`src/rtl/fes_pkg.sv`:
```
package fes_pkg;

  localparam int CNT_W     = 6;
  localparam int FRAME_W   = 32;
  localparam int OP_BITS   = 8;
  localparam int ADDR_BITS = 24;

  localparam logic [7:0] OP_WREN    = 8'h06;
  localparam logic [7:0] OP_ERASE_S = 8'h20;
  localparam logic [7:0] OP_ERASE_M = 8'h52;
  localparam logic [7:0] OP_ERASE_L = 8'hD8;
  localparam logic [7:0] OP_CHIP_A  = 8'h60;
  localparam logic [7:0] OP_CHIP_B  = 8'hC7;
  localparam logic [7:0] ERASED     = 8'hFF;

  typedef enum logic [2:0] {
    K_NONE, K_WREN, K_BLK_S, K_BLK_M, K_BLK_L, K_CHIP
  } cmd_kind_t;

  // Classify a finished frame by its exact bit count and opcode.
  function automatic cmd_kind_t classify(logic [CNT_W-1:0] n, logic [FRAME_W-1:0] sh);
    cmd_kind_t k;
    k = K_NONE;
    if (n == CNT_W'(OP_BITS)) begin
      case (sh[7:0])
        OP_WREN:              k = K_WREN;
        OP_CHIP_A, OP_CHIP_B: k = K_CHIP;
        default:              k = K_NONE;
      endcase
    end else if (n == CNT_W'(OP_BITS + ADDR_BITS)) begin
      case (sh[31:24])
        OP_ERASE_S: k = K_BLK_S;
        OP_ERASE_M: k = K_BLK_M;
        OP_ERASE_L: k = K_BLK_L;
        default:    k = K_NONE;
      endcase
    end
    return k;
  endfunction

  function automatic logic is_erase(cmd_kind_t k);
    return (k == K_BLK_S) || (k == K_BLK_M) || (k == K_BLK_L) || (k == K_CHIP);
  endfunction

  // log2 of the region size in bytes, clamped to the array.
  function automatic int region_lg(cmd_kind_t k, int shift, int aw);
    int lg;
    case (k)
      K_BLK_S: lg = 12 - shift;
      K_BLK_M: lg = 15 - shift;
      K_BLK_L: lg = 16 - shift;
      K_CHIP:  lg = aw;
      default: lg = 0;
    endcase
    if (lg < 0)  lg = 0;
    if (lg > aw) lg = aw;
    return lg;
  endfunction

  // Region size minus one, which is also the in-block offset mask.
  function automatic logic [ADDR_BITS-1:0] region_last(int lg);
    logic [ADDR_BITS-1:0] m;
    if (lg <= 0) m = '0;
    else         m = {ADDR_BITS{1'b1}} >> (ADDR_BITS - lg);
    return m;
  endfunction

  function automatic logic [ADDR_BITS-1:0] align_down(logic [ADDR_BITS-1:0] a, int lg);
    return a & ~region_last(lg);
  endfunction

endpackage

```
`src/rtl/fes_spi_rx.sv`:
```
module fes_spi_rx
  import fes_pkg::*;
#(
  parameter int SYNC = 2
) (
  input  logic               clk,
  input  logic               rst_n,
  input  logic               sclk,
  input  logic               cs_n,
  input  logic               mosi,
  output logic               frame_end,
  output logic [CNT_W-1:0]   nbits,
  output logic [FRAME_W-1:0] shreg
);

  logic [SYNC-1:0] sclk_s, cs_s, mosi_s;
  logic            sclk_d, cs_d;
  logic            sclk_rise, cs_high;
  logic [CNT_W-1:0] cnt_q;
  logic [FRAME_W-1:0] sh_q;

  always_ff @(posedge clk or negedge rst_n) begin
    if (!rst_n) begin
      sclk_s <= '0;
      cs_s   <= '1;
      mosi_s <= '0;
      sclk_d <= 1'b0;
      cs_d   <= 1'b1;
    end else begin
      sclk_s <= {sclk_s[SYNC-2:0], sclk};
      cs_s   <= {cs_s[SYNC-2:0], cs_n};
      mosi_s <= {mosi_s[SYNC-2:0], mosi};
      sclk_d <= sclk_s[SYNC-1];
      cs_d   <= cs_s[SYNC-1];
    end
  end

  assign sclk_rise = sclk_s[SYNC-1] & ~sclk_d;
  assign cs_high   = cs_s[SYNC-1];
  assign frame_end = cs_high & ~cs_d;

  always_ff @(posedge clk or negedge rst_n) begin
    if (!rst_n) begin
      cnt_q <= '0;
      sh_q  <= '0;
    end else if (cs_high) begin
      cnt_q <= '0;
    end else if (sclk_rise) begin
      sh_q <= {sh_q[FRAME_W-2:0], mosi_s[SYNC-1]};
      if (cnt_q != {CNT_W{1'b1}}) cnt_q <= cnt_q + 1'b1;
    end
  end

  assign nbits = cnt_q;
  assign shreg = sh_q;

  a_r9_count_cleared: assert property (@(posedge clk) disable iff (!rst_n)
    $past(cs_high) && cs_high |-> nbits == '0);

endmodule

```
`src/rtl/fes_cmd_decode.sv`:
```
module fes_cmd_decode
  import fes_pkg::*;
#(
  parameter int ADDR_W     = 12,
  parameter int SIZE_SHIFT = 6
) (
  input  logic               clk,
  input  logic               rst_n,
  input  logic               frame_end,
  input  logic [CNT_W-1:0]   nbits,
  input  logic [FRAME_W-1:0] shreg,
  input  logic               wel,
  input  logic               protect,
  input  logic               busy,
  output logic               start,
  output logic [ADDR_W-1:0]  base,
  output logic [ADDR_W-1:0]  last,
  output logic               set_wel
);

  cmd_kind_t            kind_w;
  int                   lg_w;
  logic [ADDR_BITS-1:0] last_w, base_w;
  logic                 erase_go, wren_go;
  logic                 start_q, set_wel_q;
  logic [ADDR_W-1:0]    base_q, last_q;

  always_comb begin
    kind_w = classify(nbits, shreg);
    lg_w   = region_lg(kind_w, SIZE_SHIFT, ADDR_W);
    last_w = region_last(lg_w);
    base_w = align_down(shreg[ADDR_BITS-1:0], lg_w);
  end

  assign erase_go = frame_end & is_erase(kind_w) & wel & ~protect & ~busy;
  assign wren_go  = frame_end & (kind_w == K_WREN) & ~busy;

  always_ff @(posedge clk or negedge rst_n) begin
    if (!rst_n) begin
      start_q   <= 1'b0;
      set_wel_q <= 1'b0;
      base_q    <= '0;
      last_q    <= '0;
    end else begin
      start_q   <= erase_go;
      set_wel_q <= wren_go;
      if (erase_go) begin
        base_q <= base_w[ADDR_W-1:0];
        last_q <= last_w[ADDR_W-1:0];
      end
    end
  end

  assign start   = start_q;
  assign base    = base_q;
  assign last    = last_q;
  assign set_wel = set_wel_q;

  // only frames of exactly 8 or 32 bits can launch an erase
  a_r3_exact_length: assert property (@(posedge clk) disable iff (!rst_n)
    start |-> $past(nbits == CNT_W'(OP_BITS) || nbits == CNT_W'(OP_BITS + ADDR_BITS)));

endmodule

```
`src/rtl/fes_walker.sv`:
```
module fes_walker
  import fes_pkg::*;
#(
  parameter int ADDR_W = 12
) (
  input  logic              clk,
  input  logic              rst_n,
  input  logic              start,
  input  logic [ADDR_W-1:0] base,
  input  logic [ADDR_W-1:0] last,
  output logic              busy,
  output logic              done,
  output logic              wr_en,
  output logic [ADDR_W-1:0] wr_addr,
  output logic [7:0]        wr_data
);

  logic              busy_q;
  logic [ADDR_W-1:0] addr_q, remain_q;

  always_ff @(posedge clk or negedge rst_n) begin
    if (!rst_n) begin
      busy_q   <= 1'b0;
      addr_q   <= '0;
      remain_q <= '0;
    end else if (start && !busy_q) begin
      busy_q   <= 1'b1;
      addr_q   <= base;
      remain_q <= last;
    end else if (busy_q) begin
      if (remain_q == '0) begin
        busy_q <= 1'b0;
      end else begin
        addr_q   <= addr_q + 1'b1;
        remain_q <= remain_q - 1'b1;
      end
    end
  end

  assign busy    = busy_q;
  assign done    = busy_q && (remain_q == '0);
  assign wr_en   = busy_q;
  assign wr_addr = addr_q;
  assign wr_data = ERASED;

  a_r8_no_restart: assert property (@(posedge clk) disable iff (!rst_n)
    start |-> !busy_q);

  a_r1_base_aligned: assert property (@(posedge clk) disable iff (!rst_n)
    start |-> (base & last) == '0);

  a_r6_addr_step: assert property (@(posedge clk) disable iff (!rst_n)
    busy_q && $past(busy_q) |-> addr_q == ADDR_W'($past(addr_q) + 1'b1));

endmodule

```
`src/rtl/flash_erase_seq.sv`:
```
module flash_erase_seq
  import fes_pkg::*;
#(
  parameter int ADDR_W      = 12,
  parameter int SIZE_SHIFT  = 6,
  parameter int SYNC_STAGES = 2
) (
  input  logic              clk,
  input  logic              rst_n,
  input  logic              spi_sclk,
  input  logic              spi_cs_n,
  input  logic              spi_mosi,
  input  logic              protect,
  output logic              wr_en,
  output logic [ADDR_W-1:0] wr_addr,
  output logic [7:0]        wr_data,
  output logic              wel,
  output logic              busy
);

  logic               frame_end;
  logic [CNT_W-1:0]   nbits;
  logic [FRAME_W-1:0] shreg;
  logic               start_evt, set_wel_evt, done_evt;
  logic [ADDR_W-1:0]  base_w, last_w;
  logic               wel_q;

  fes_spi_rx #(.SYNC(SYNC_STAGES)) u_rx (
    .clk(clk), .rst_n(rst_n), .sclk(spi_sclk), .cs_n(spi_cs_n), .mosi(spi_mosi),
    .frame_end(frame_end), .nbits(nbits), .shreg(shreg)
  );

  fes_cmd_decode #(.ADDR_W(ADDR_W), .SIZE_SHIFT(SIZE_SHIFT)) u_dec (
    .clk(clk), .rst_n(rst_n), .frame_end(frame_end), .nbits(nbits), .shreg(shreg),
    .wel(wel_q), .protect(protect), .busy(busy), .start(start_evt),
    .base(base_w), .last(last_w), .set_wel(set_wel_evt)
  );

  fes_walker #(.ADDR_W(ADDR_W)) u_walk (
    .clk(clk), .rst_n(rst_n), .start(start_evt), .base(base_w), .last(last_w),
    .busy(busy), .done(done_evt), .wr_en(wr_en), .wr_addr(wr_addr), .wr_data(wr_data)
  );

  always_ff @(posedge clk or negedge rst_n) begin
    if (!rst_n)           wel_q <= 1'b0;
    else if (done_evt)    wel_q <= 1'b0;
    else if (set_wel_evt) wel_q <= 1'b1;
  end

  assign wel = wel_q;

  a_r7_wel_cleared: assert property (@(posedge clk) disable iff (!rst_n)
    $fell(busy) |-> !wel);

  a_r4_gated_start: assert property (@(posedge clk) disable iff (!rst_n)
    start_evt |-> wel_q && !$past(protect));

endmodule

```
`config.mk`:
```
export PLATFORM = sky130hd
export DESIGN_NAME = flash_erase_seq
export DESIGN_NICKNAME = d
export VERILOG_FILES = /design/src/rtl/fes_pkg.sv /design/src/rtl/fes_spi_rx.sv /design/src/rtl/fes_cmd_decode.sv /design/src/rtl/fes_walker.sv /design/src/rtl/flash_erase_seq.sv
export SDC_FILE = /design/constraint.sdc
export NUM_CORES = 1
export LEC_CHECK = 0
export ABC_AREA = 1
export BUFFER_PORTS_ARGS = -buffer_cell sky130_fd_sc_hd__buf_4
export CAP_MARGIN = 10
export CORE_MARGIN = 4
export CORE_UTILIZATION = 60
export DETAILED_ROUTE_END_ITERATION = 10
export HOLD_SLACK_MARGIN = 0.15
export PLACE_DENSITY = 0.79
export SLEW_MARGIN = 20
export SYNTH_ARGS = -nofsm -noshare
export SYNTH_HDL_FRONTEND = slang
export SYNTH_SLANG_ARGS = --single-unit
```
`constraint.sdc`:
```
create_clock -name clk -period 2.7 [get_ports clk]
set_input_delay 0.27 -clock clk [delete_from_list [all_inputs] [get_ports clk]]
set_output_delay 0.27 -clock clk [all_outputs]
set_load 0.05 [all_outputs]
```
=== Word level (Yosys, flattened, before mapping) ===
Cells that the tools add are included.

* Add/sub/neg operators: 4
* Order comparisons: 3
* Eq/ne operators: 15
* Shift operators: 1
* Mux-type cells: 22
* Bitwise logic cells: 15
* Reduce and logical (&&, ||, !) cells: 15

{| class="wikitable"
|+ Operator list
! operator !! count
|-
| $mux 12 || 7
|-
| $shr 24x32->12 const A || 1
|-
| $mux 6 || 3
|-
| $eq 8x7->1 const B || 2
|-
| $eq 8x8->1 const B || 2
|-
| $pmux 4 s4 || 1
|-
| $add 12x1->12 const B || 1
|-
| $and 12x12->12 || 1
|-
| $logic_not 12->1 || 1
|-
| $not 12->12 || 1
|-
| $sub 12x1->12 const B || 1
|-
| $pmux 3 s3 || 1
|-
| $and 1x1->1 || 8
|-
| $eq 8x3->1 const B || 1
|-
| $eq 8x6->1 const B || 1
|-
| $mux 4 || 2
|-
| $reduce_bool 2->1 || 4
|-
| $add 6x1->6 const B || 1
|-
| $eq 3x2->1 const B || 2
|-
| $eq 3x3->1 const B || 2
|-
| $eq 6x4->1 const B || 1
|-
| $eq 6x6->1 const B || 1
|-
| $mux 3 || 2
|-
| $ne 6x6->1 const B || 1
|-
| 14 further kinds || 27
|}

* Register bits: 98
* Input bits: 6
* Output and inout bits: 23
* Logic and storage cells: 90

=== Logic depth before layout (Yosys ltp) ===
Gate-level depths: netlist of run 1.

* Depth in word-level cells: 15
* Gate-level depth with buffers: 16
* Gate-level depth less buffers: 16

=== By module ===
A second synthesis of run 1 with hierarchy kept.

* Cells, all modules: 705
* Area, all modules: 5332.6 µm²

{| class="wikitable"
|+ Modules (own cells, without submodules)
! module !! instances !! cells each !! area an instance (µm²) !! sequential area each (µm²)
|-
| fes_walker || 1 || 293 || 1901.8 || 625.6
|-
| fes_spi_rx || 1 || 197 || 1856.8 || 1154.9
|-
| fes_cmd_decode || 1 || 212 || 1541.5 || 650.6
|-
| flash_erase_seq || 1 || 3 || 32.5 || 25.0
|}

=== Worst setup path before layout of run 1 ===
No wires, ideal clock.

* Path kind: reg-to-reg
* Start point: reg u_rx.cnt_q[0] (netlist: u_rx.nbits[0])
* End point: reg u_dec.last_q[10] (netlist: u_dec.last[10])
* Arrival time: 1.864 ns
* Slack: 0.719 ns
* Stages on the path, launching flop included: 15
* Buffers on the path: 0
* Period minus slack after synthesis: 1.981 ns
* Cell sequence: dfrtp_1 inv_1 ha_1 nand3_2 nor2_4 nand3b_1 nand2_1 nand2_1 nand2_1 ha_1 nand2_1 nand2_2 clkinv_1 nand3_1 nand2_1

* Cells in the longest elaborated chain, start to end: 12
* Elaborated cells between the ends (all ways): 24
* Those cells by class: 1 x add/sub; 3 x order compare; 6 x eq/ne; 1 x shift; 6 x mux; 4 x bitwise; 3 x reduce/logical

{| class="wikitable"
|+ Ends and longest elaborated chain
! element !! line !! RTL
|-
| from (decl) || fes_spi_rx.sv:19 || <nowiki>logic [CNT_W-1:0] cnt_q;</nowiki>
|-
| from (signal assigned) || fes_spi_rx.sv:50 || <nowiki>if (cnt_q != {CNT_W{1'b1}}) cnt_q <= cnt_q + 1'b1;</nowiki>
|-
| $eq 6x6->1 || fes_pkg.sv:30 || <nowiki>end else if (n == CNT_W'(OP_BITS + ADDR_BITS)) begin</nowiki>
|-
| $mux 3 || fes_pkg.sv:30 ||
|-
| $mux 3 * || fes_pkg.sv:24 || <nowiki>if (n == CNT_W'(OP_BITS)) begin</nowiki>
|-
| $eq 3x3->1 / $eq 3x2->1 (equally long branches) || fes_pkg.sv:42, fes_pkg.sv:48 ||
|-
| $pmux 4 s4 || fes_pkg.sv:48 || <nowiki>case (k)</nowiki>
|-
| $lt 4x1->1 || fes_pkg.sv:55 || <nowiki>if (lg < 0) lg = 0;</nowiki>
|-
| $mux 4 || fes_pkg.sv:55 ||
|-
| $gt 4x4->1 || fes_pkg.sv:56 || <nowiki>if (lg > aw) lg = aw;</nowiki>
|-
| $mux 4 || fes_pkg.sv:56 ||
|-
| $sub 5x4->6 || fes_pkg.sv:64 || <nowiki>else m = {ADDR_BITS{1'b1}} >> (ADDR_BITS - lg);</nowiki>
|-
| $shr 24x32->12 || fes_pkg.sv:64 ||
|-
| $mux 12 || fes_pkg.sv:63 || <nowiki>if (lg <= 0) m = '0;</nowiki>
|-
| to (signal assigned) || fes_cmd_decode.sv:49 || <nowiki>last_q <= last_w[ADDR_W-1:0];</nowiki>
|-
| to (decl) || fes_cmd_decode.sv:26 || <nowiki>logic [ADDR_W-1:0] base_q, last_q;</nowiki>
|}

Every way passes the cells marked *; elsewhere a longest branch is shown, timed or not.
A chain may end at the register's enable or synchronous reset.

=== Worst setup path in the final report of run 1 ===
* Start point: reg u_rx.cnt_q[0] (netlist: u_rx.nbits[0])
* End point: reg u_dec.base_q[2] (netlist: u_dec.base[2])

* Cells in the longest elaborated chain, start to end: 14
* Elaborated cells between the ends (all ways): 26
* Those cells by class: 1 x add/sub; 3 x order compare; 6 x eq/ne; 1 x shift; 6 x mux; 6 x bitwise; 3 x reduce/logical

{| class="wikitable"
|+ Ends and longest elaborated chain
! element !! line !! RTL
|-
| $eq 6x6->1 || fes_pkg.sv:30 ||
|-
| $mux 3 || fes_pkg.sv:30 ||
|-
| $mux 3 * || fes_pkg.sv:24 ||
|-
| $eq 3x3->1 / $eq 3x2->1 (equally long branches) || fes_pkg.sv:42, fes_pkg.sv:48 ||
|-
| $pmux 4 s4 || fes_pkg.sv:48 ||
|-
| $lt 4x1->1 || fes_pkg.sv:55 ||
|-
| $mux 4 || fes_pkg.sv:55 ||
|-
| $gt 4x4->1 || fes_pkg.sv:56 ||
|-
| $mux 4 || fes_pkg.sv:56 ||
|-
| $sub 5x4->6 || fes_pkg.sv:64 ||
|-
| $shr 24x32->12 || fes_pkg.sv:64 ||
|-
| $mux 12 || fes_pkg.sv:63 ||
|-
| $not 12->12 || fes_pkg.sv:69 || <nowiki>return a & ~region_last(lg);</nowiki>
|-
| $and 12x12->12 || fes_pkg.sv:69 ||
|-
| to (signal assigned) || fes_cmd_decode.sv:48 || <nowiki>base_q <= base_w[ADDR_W-1:0];</nowiki>
|-
| to (decl) || fes_cmd_decode.sv:26 ||
|}

Marked as above.

==> results of run 1 <==
-- final cells by class --
cell class	instances	area, um2	area share
clock buffers	12	155.1	0.02927
repair buffers	28	220.2	0.04155
multi-input cells	410	1998	0.3770
flip-flops and latches	98	2456	0.4634
well taps	102	127.6	0.02408
inverters	71	269.0	0.05076
clock inverters	4	73.82	0.01393
-- sequential cells by signal (all words and copies together) (netlist names), 2 cells and up --
name	count
u_dec.base	12
u_rx.shreg	32
u_dec.last	12
u_walk.remain_q	12
u_rx.cs_s	2
u_rx.nbits	6
u_walk.wr_addr	12
u_rx.sclk_s	2
u_rx.mosi_s	2
-- critical path, cell delays in order, from the launching register on --
cell and delay [ns]:
dfrtp_1 0.43, inv_1 0.10, ha_1 0.18, nand3_2 0.11, nor2_4 0.13, nand3b_1 0.16
nand2_1 0.12, nand2_1 0.07, nand2_1 0.08, ha_1 0.24, nand3_1 0.21, nand3_1 0.13
nand2_1 0.09, nand3_1 0.09, nand2_1 0.05
-- cell usage after synthesis (2+ instances only) --
master,n,share of area
nand3_2,2,0.0041
nor3_1,5,0.0051
dfrtp_1,95,0.49
nor2_1,59,0.046
inv_1,61,0.047
a22oi_1,2,0.0031
nand3_1,40,0.041
clkbuf_1,7,0.0054
buf_6,2,0.0046
xor2_1,4,0.0072
nand4_1,12,0.015
nand2_1,153,0.12
o21ai_0,56,0.058
buf_2,8,0.0082
nor2_2,4,0.0051
ha_1,6,0.015
nor2_4,2,0.0046
o22ai_1,3,0.0039
o211ai_1,3,0.0046
a31oi_1,4,0.0051
nand2_2,5,0.0064
buf_4,10,0.015
nor3_2,3,0.0062
dfstp_2,3,0.016
inv_2,8,0.0062
a21oi_1,23,0.024
o21a_1,3,0.0046
o21ai_2,2,0.0036
nand2_4,2,0.0046
-- path summary, 6_finish.rpt --
| path | start | endpoint | slack [ns] |
|---|---|---|---|
| min | u_rx.mosi_s[0]$_DFF_PN0_ | u_rx.mosi_s[1]$_DFF_PN0_ | 0.35 |
| min in group asynchronous | rst_n | u_dec.last[3]$_DFFE_PN0P_ | 0.47 |
| min reg2reg | u_rx.mosi_s[0]$_DFF_PN0_ | u_rx.mosi_s[1]$_DFF_PN0_ | 0.35 |
| max in group asynchronous | rst_n | u_rx.cs_s[0]$_DFF_PN1_ | 1.37 |
| max reg2reg | u_rx.nbits[0]$_DFFE_PN0P_ | u_dec.base[2]$_DFFE_PN0P_ | 0.41 |
| max | u_rx.nbits[0]$_DFFE_PN0P_ | u_dec.base[2]$_DFFE_PN0P_ | 0.41 |
-- logic make-up after synthesis --
kind of cell,after synthesis,share of synthesized area
AO/OA/AOI/OAI,101,0.1147
buffers and inverters,99,0.09210
AND/OR/NAND/NOR,291,0.2647
XOR/XNOR,4,0.007203
flip-flops,98,0.5050
other,1,0.0007711
adder cells (fa/ha/maj),6,0.01544
-- power by group through the flow --
| stage | combinational, mW | clock, mW | sequential [mW] |
|---|---|---|---|
| 2_1_floorplan | 0.227 | 0 | 1.68 |
| 3_3_place_gp | 0.285 | 0 | 1.69 |
| 3_5_place_dp | 0.298 | 0 | 1.70 |
| 4_1_cts | 0.304 | 1.09 | 1.67 |
| 5_1_grt | 0.354 | 1.14 | 1.69 |
| 6_report | 0.300 | 1.06 | 1.67 |
-- through the flow --
step                      utilization  hold WS [ns]  area [um2]  cells  power, mW
after floorplan                     -      -0.02559        4890    607      1.906
after global placement         0.6434        0.3320        5024    705      1.978
after detailed placement       0.6434        0.3358        5024    705      1.996
after CTS                      0.6779        0.3577        5293    725      3.060
after global routing           0.6788        0.3645        5300    725      3.182
final                          0.6788        0.3539        5300    725      3.028
-- layer usage --
| metal | GRT usage | wire (um) | share of wire |
|---|---|---|---|
| met4 | 0.09372 | 229 | 0.025 |
| met2 | 0.3346 | 4401 | 0.47 |
| met3 | 0.04143 | 400 | 0.043 |
| met1 | 0.2776 | 4291 | 0.46 |
| met5 | 0 | 0 | 0 |
-- what timing repair did --
action                     4_1_cts  5_1_grt
hold buffers                     4        0
buffers inserted                 0        0
hold endpoints to repair        54        0
setup endpoints to repair        0        0
==> flow_summary.toml, run 1 <==
[outcome]
outcome = "finished clean"

[floorplanning]
die_h_um = 98.03
design.die.area_mm2 = 0.009610
initial_core_util = 0.6229
die_w_um = 98.03
io_pins = 29
core_mm2 = 0.007807
rows = 32

[synthesis]
syn_inst = 600
ys_warn_count = 0
synth_edf_count = 0
ys_ff_latch = 98
synth_area_mm2 = 0.004863
ys_types = 42
yosys_most_used_dff = "dfrtp_1"
syn_avg_cell_area_um2 = 8.106
async_reset_ff_frac = 1.000
seq_area_frac_synth = 0.5050

[clock_tree]
cts_sinks = 98
clockBufferDepth = 2
cts_resized = 0
htreeDepth = 3
cts_tree = "built"
cts_buffers = 9
cts-root-buf = "clkbuf_8"
clk_pin_slew_worst_paths_ns = 0.09
clkLatencyLatePin_ns = 0.36

[global_route]
grt_usage = 0.2092
grt_pass1_wl_mm = 16.57
grt_overflow = 0
grt_pass1_vias = 3652
antenna_found_initial = 0
grt_start_max_net_pins = 65

[setup_path]
start_kind = "flop"
required_ns = 2.96
critPathArrivalTime_ns = 2.55
critPathCaptureType = "flop"
rr_worst_depth = 14
path_max_fanout = 6
critical_path_class = "flop to flop"

[routing]
ant_nets = 0
drt-initial-drc-count = 172
wire_per_inst_um = 12.86
drc = 0
drt-total-wl_mm = 9.322
drt-vias-per-instance = 5.287
first_pass_iters = 4
vias = 3833

[power_and_ir_drop]
power_density_mw_per_mm2 = 571.4
clock_power_share = 0.350
combPwrFrac = 0.099
power_frac_seq = 0.551
p_leak_nw = 2.736
swShare = 0.2546
switching_power_mw = 0.7709
peakVddDrop_mv = 0.4111
p_int_mw = 2.258

[min_path]
hold_class = "flop to flop"
min_path_cells = 0

[final_layout]
area_growth_pct = 8.979
antennaDiodeCount = 0
fin_nets = 630
final_cell_mix = "nand2_1, dfrtp_1, inv_1"
fill_cells = 645
final_common_cell = "nand2_1"
drive_gt1_frac = 0.1188

[sta]
hold_viol_final = 0
post-route-period-util = 0.8485
worst_pin_slew_ns = 0.9517
clock_skew_ns = 0.01112
fin_setup_tns_ns = 0
finalSetupViolations = 0
rsz0062_at_grt = "no"
slew_viol_final = 0
fmax_mhz = 436.5
relSlewSlack = 0.3648
period_minus_slack_ns = 2.291
fin_ws_ns = 0.4090

[placed_design]
finalWeightedCongestion = 0.9018
portBuffers = 20
dp_hpwl_mm = 6.726
pre_cts_ws_ns = 0.3088

[flow_run]
drv_cap = 0
(Power assumes the default switching activity.)
==> inputs of run 2 (changes only) <==
Settings changed: ABC_AREA 1 to 0, CORE_UTILIZATION 60 to 55, PLACE_DENSITY 0.79 to 0.76.
Clock period 2.7 ns to 1.9 ns, I/O delays scaled along.
==> run 2 against run 1 <==
Register-to-register slack worse by 0.99 ns; the run now ends with negative setup slack left; cell area up 24%; clock skew up 0.0091 ns; via count up 1.3%; highest routed layer unchanged; synthesized area down 4.5%; core utilization up 12 points; total power up 36%.
==> flow_summary.toml, run 2 <==
[outcome]
outcome = "complete, but fails checks"
violations = "negative setup slack"

[floorplanning]
die_w_um = 99.92
initial_core_util = 0.5656
rows = 33
io_pins = 29
design.die.area_mm2 = 0.009984
core_mm2 = 0.008217
die_h_um = 99.92

[setup_path]
rr_endpoint = "u_dec.base[10]$_DFFE_PN0P_"
ff2ff_setup_slack_ns = -0.58
cp_common_cell = "nand2_4"
critPathArrivalTime_ns = 2.76
max_stage_delay_ns = 0.52
startpoint = "u_rx.shreg[25]$_DFFE_PN0P_"
r2r_start = "u_rx.shreg[25]$_DFFE_PN0P_"
start_kind = "flop"
critical_path_class = "flop to flop"
rr_worst_depth = 10
required_ns = 2.18
critPathCapture = "u_dec.base[10]$_DFFE_PN0P_"
cp_cell_sequence = "nand3b_1, or4_4, a21o_1, nand2_4, nand2_4, ha_4, inv_4, a2111oi_4, o211ai_1, a31o_2"
critPathCaptureType = "flop"
path_max_fanout = 3
cpMaxStageDelayCell = "or4_4"

[routing]
ant_nets = 0
met2_length_mm = 6.914
wl_met3_um = 489
wire_per_inst_um = 19.48
drt-initial-drc-count = 204
drt-total-wl_mm = 12.80
drc = 0
dr.max_layer_used = "met4"
first_pass_iters = 4
wl_met1_mm = 4.956
vias = 3883
drt-vias-per-instance = 5.910

[sta]
post-route-period-util = 1.305
fmax_mhz = 403.4
finalSetupViolations = 49
clock_skew_ns = 0.02021
slew_viol_final = 0
fin_setup_tns_ns = -11.46
hold_ws_ns = 0.1896
hold_viol_final = 0
rsz0062_at_grt = "yes"
period_minus_slack_ns = 2.479
fin_ws_ns = -0.5789

[clock_tree]
cts_buffers = 9
htreeDepth = 3
cts-root-buf = "clkbuf_8"
clockBufferDepth = 2
clkLatencyLatePin_ns = 0.38
cts_tree = "built"
clk_pin_slew_worst_paths_ns = 0.11
cts_sinks = 98

[min_path]
hold_class = "primary input to asynchronous set/reset pin"

[global_route]
grt_start_max_net_pins = 58
grt_pass1_wl_mm = 19.25
grt_overflow = 0
grt_usage = 0.2453
antenna_found_initial = 0
grt_pass1_vias = 3972

[synthesis]
syn_avg_cell_area_um2 = 11.14
ys_types = 68
ys_warn_count = 0
ys_ff_latch = 98
seq_area_frac_synth = 0.5285
syn_inst = 417
synth_edf_count = 0
yosys_most_used_dff = "dfrtp_1"
netlist_top_cells_area = "dfrtp_1, mux2_2, o21ai_0, a21oi_1, nor2_1"
yosys.area.top_type = "dfrtp_1"
synthTopCellsByCount = "dfrtp_1, mux2_2, nor2_1"
yosysMostFrequentCell = "dfrtp_1"
netlist.area_leader.share = 0.5116
synth_area_mm2 = 0.004647
async_reset_ff_frac = 1.000

[final_layout]
antennaDiodeCount = 0
fin_nets = 559
area_growth_pct = 41.98
largest_reg_flops = 32
final_cell_mix = "buf_4, dfrtp_1, mux2_2"
multi_input_area_mm2 = 0.002516
final_common_cell = "buf_4"
final_core_util = 0.8030
register_area_mm2 = 0.002457
stdcell_count = 657
fill_cells = 465
drive_gt1_frac = 0.5181

[power_and_ir_drop]
p_leak_nw = 3.104
power_density_mw_per_mm2 = 623.6
peakVddDrop_mv = 0.4590

[placed_design]
portBuffers = 20
finalWeightedCongestion = 0.9388
dpl.cell_count = 613
dp_hpwl_mm = 7.739
pre_cts_ws_ns = -0.5437

[flow_run]
drv_cap = 0
==> run 2: metrics by stage <==
step,instance area [um2],power (mW)
2_1_floorplan,4870,2.497
3_3_place_gp,5690,2.743
3_5_place_dp,5690,2.762
4_1_cts,6247,4.107
5_1_grt,6598,4.270
6_report,6598,4.114
==> run 2: logic make-up after synthesis <==
logic type / synth area share
AND/OR/NAND/NOR: 0.1392
adder cells (fa/ha/maj): 0.01615
buffers and inverters: 0.04765
flip-flops: 0.5285
AO/OA/AOI/OAI: 0.1524
XOR/XNOR: 0.01508
multiplexers: 0.1002
other: 0.0008070
==> run 2: cell type report <==
cell class,instances,area share
Clock buffer,11,0.01991
Sequential cell,98,0.3725
Timing Repair Buffer,137,0.1836
Tap cell,105,0.01991
Inverter,18,0.01138
Timing Repair inverter,1,0.001707
Clock inverter,5,0.009672
Multi-Input combinational cell,282,0.3814
==> run 2: how the worst min path moves through the flow <==
| stage | from | to | slack (ns) | cells past startpoint |
|---|---|---|---|---|
| 2_1_floorplan | rst_n | u_dec.base[0]$_DFFE_PN0P_ | -0.11 | 0 |
| 4_1_cts | rst_n | u_walk.remain_q[9]$_DFFE_PN0P_ | 0.19 | 2 |
| 5_1_grt | rst_n | u_walk.remain_q[9]$_DFFE_PN0P_ | 0.20 | 2 |
| 3_3_place_gp | rst_n | u_walk.remain_q[9]$_DFFE_PN0P_ | 0.04 | 1 |
| 6_report | rst_n | u_walk.remain_q[9]$_DFFE_PN0P_ | 0.19 | 2 |
| 3_5_place_dp | rst_n | u_walk.remain_q[9]$_DFFE_PN0P_ | 0.04 | 1 |
==> run 2: power breakdown <==
group          internal (mW)  leakage (nW)  switching [mW]
Clock                  0.620        0.0941           0.742
Combinational          0.254          1.71           0.228
Sequential              2.18          1.30          0.0925
==> run 2: timing repair <==
action / in CTS / in global routing
pin swaps: 18 / 21
hold buffers: 4 / 0
gates resized for setup: 54 / 57
setup endpoints to repair: 44 / 52
setup buffers: 15 / 12
cloned: 1 / 1
hold endpoints to repair: 99 / 0
==> run 2: metal layers <==
layer | GRT usage | up-vias
li1 | - | 1778
met1 | 0.3015 | 1946
met2 | 0.4330 | 117
met3 | 0.03336 | 42
met4 | 0.1040 | 0
met5 | 0 | -
==> run 2: worst max-delay path, delay by kind of cell (launching register included) <==
kind | cells | cell delay [ns]
flip-flops | 1 | 0.39
buffers and inverters | 1 | 0.05
AND/OR/NAND/NOR | 4 | 0.85
AO/OA/AOI/OAI | 4 | 0.82
adder cells (fa/ha/maj) | 1 | 0.28
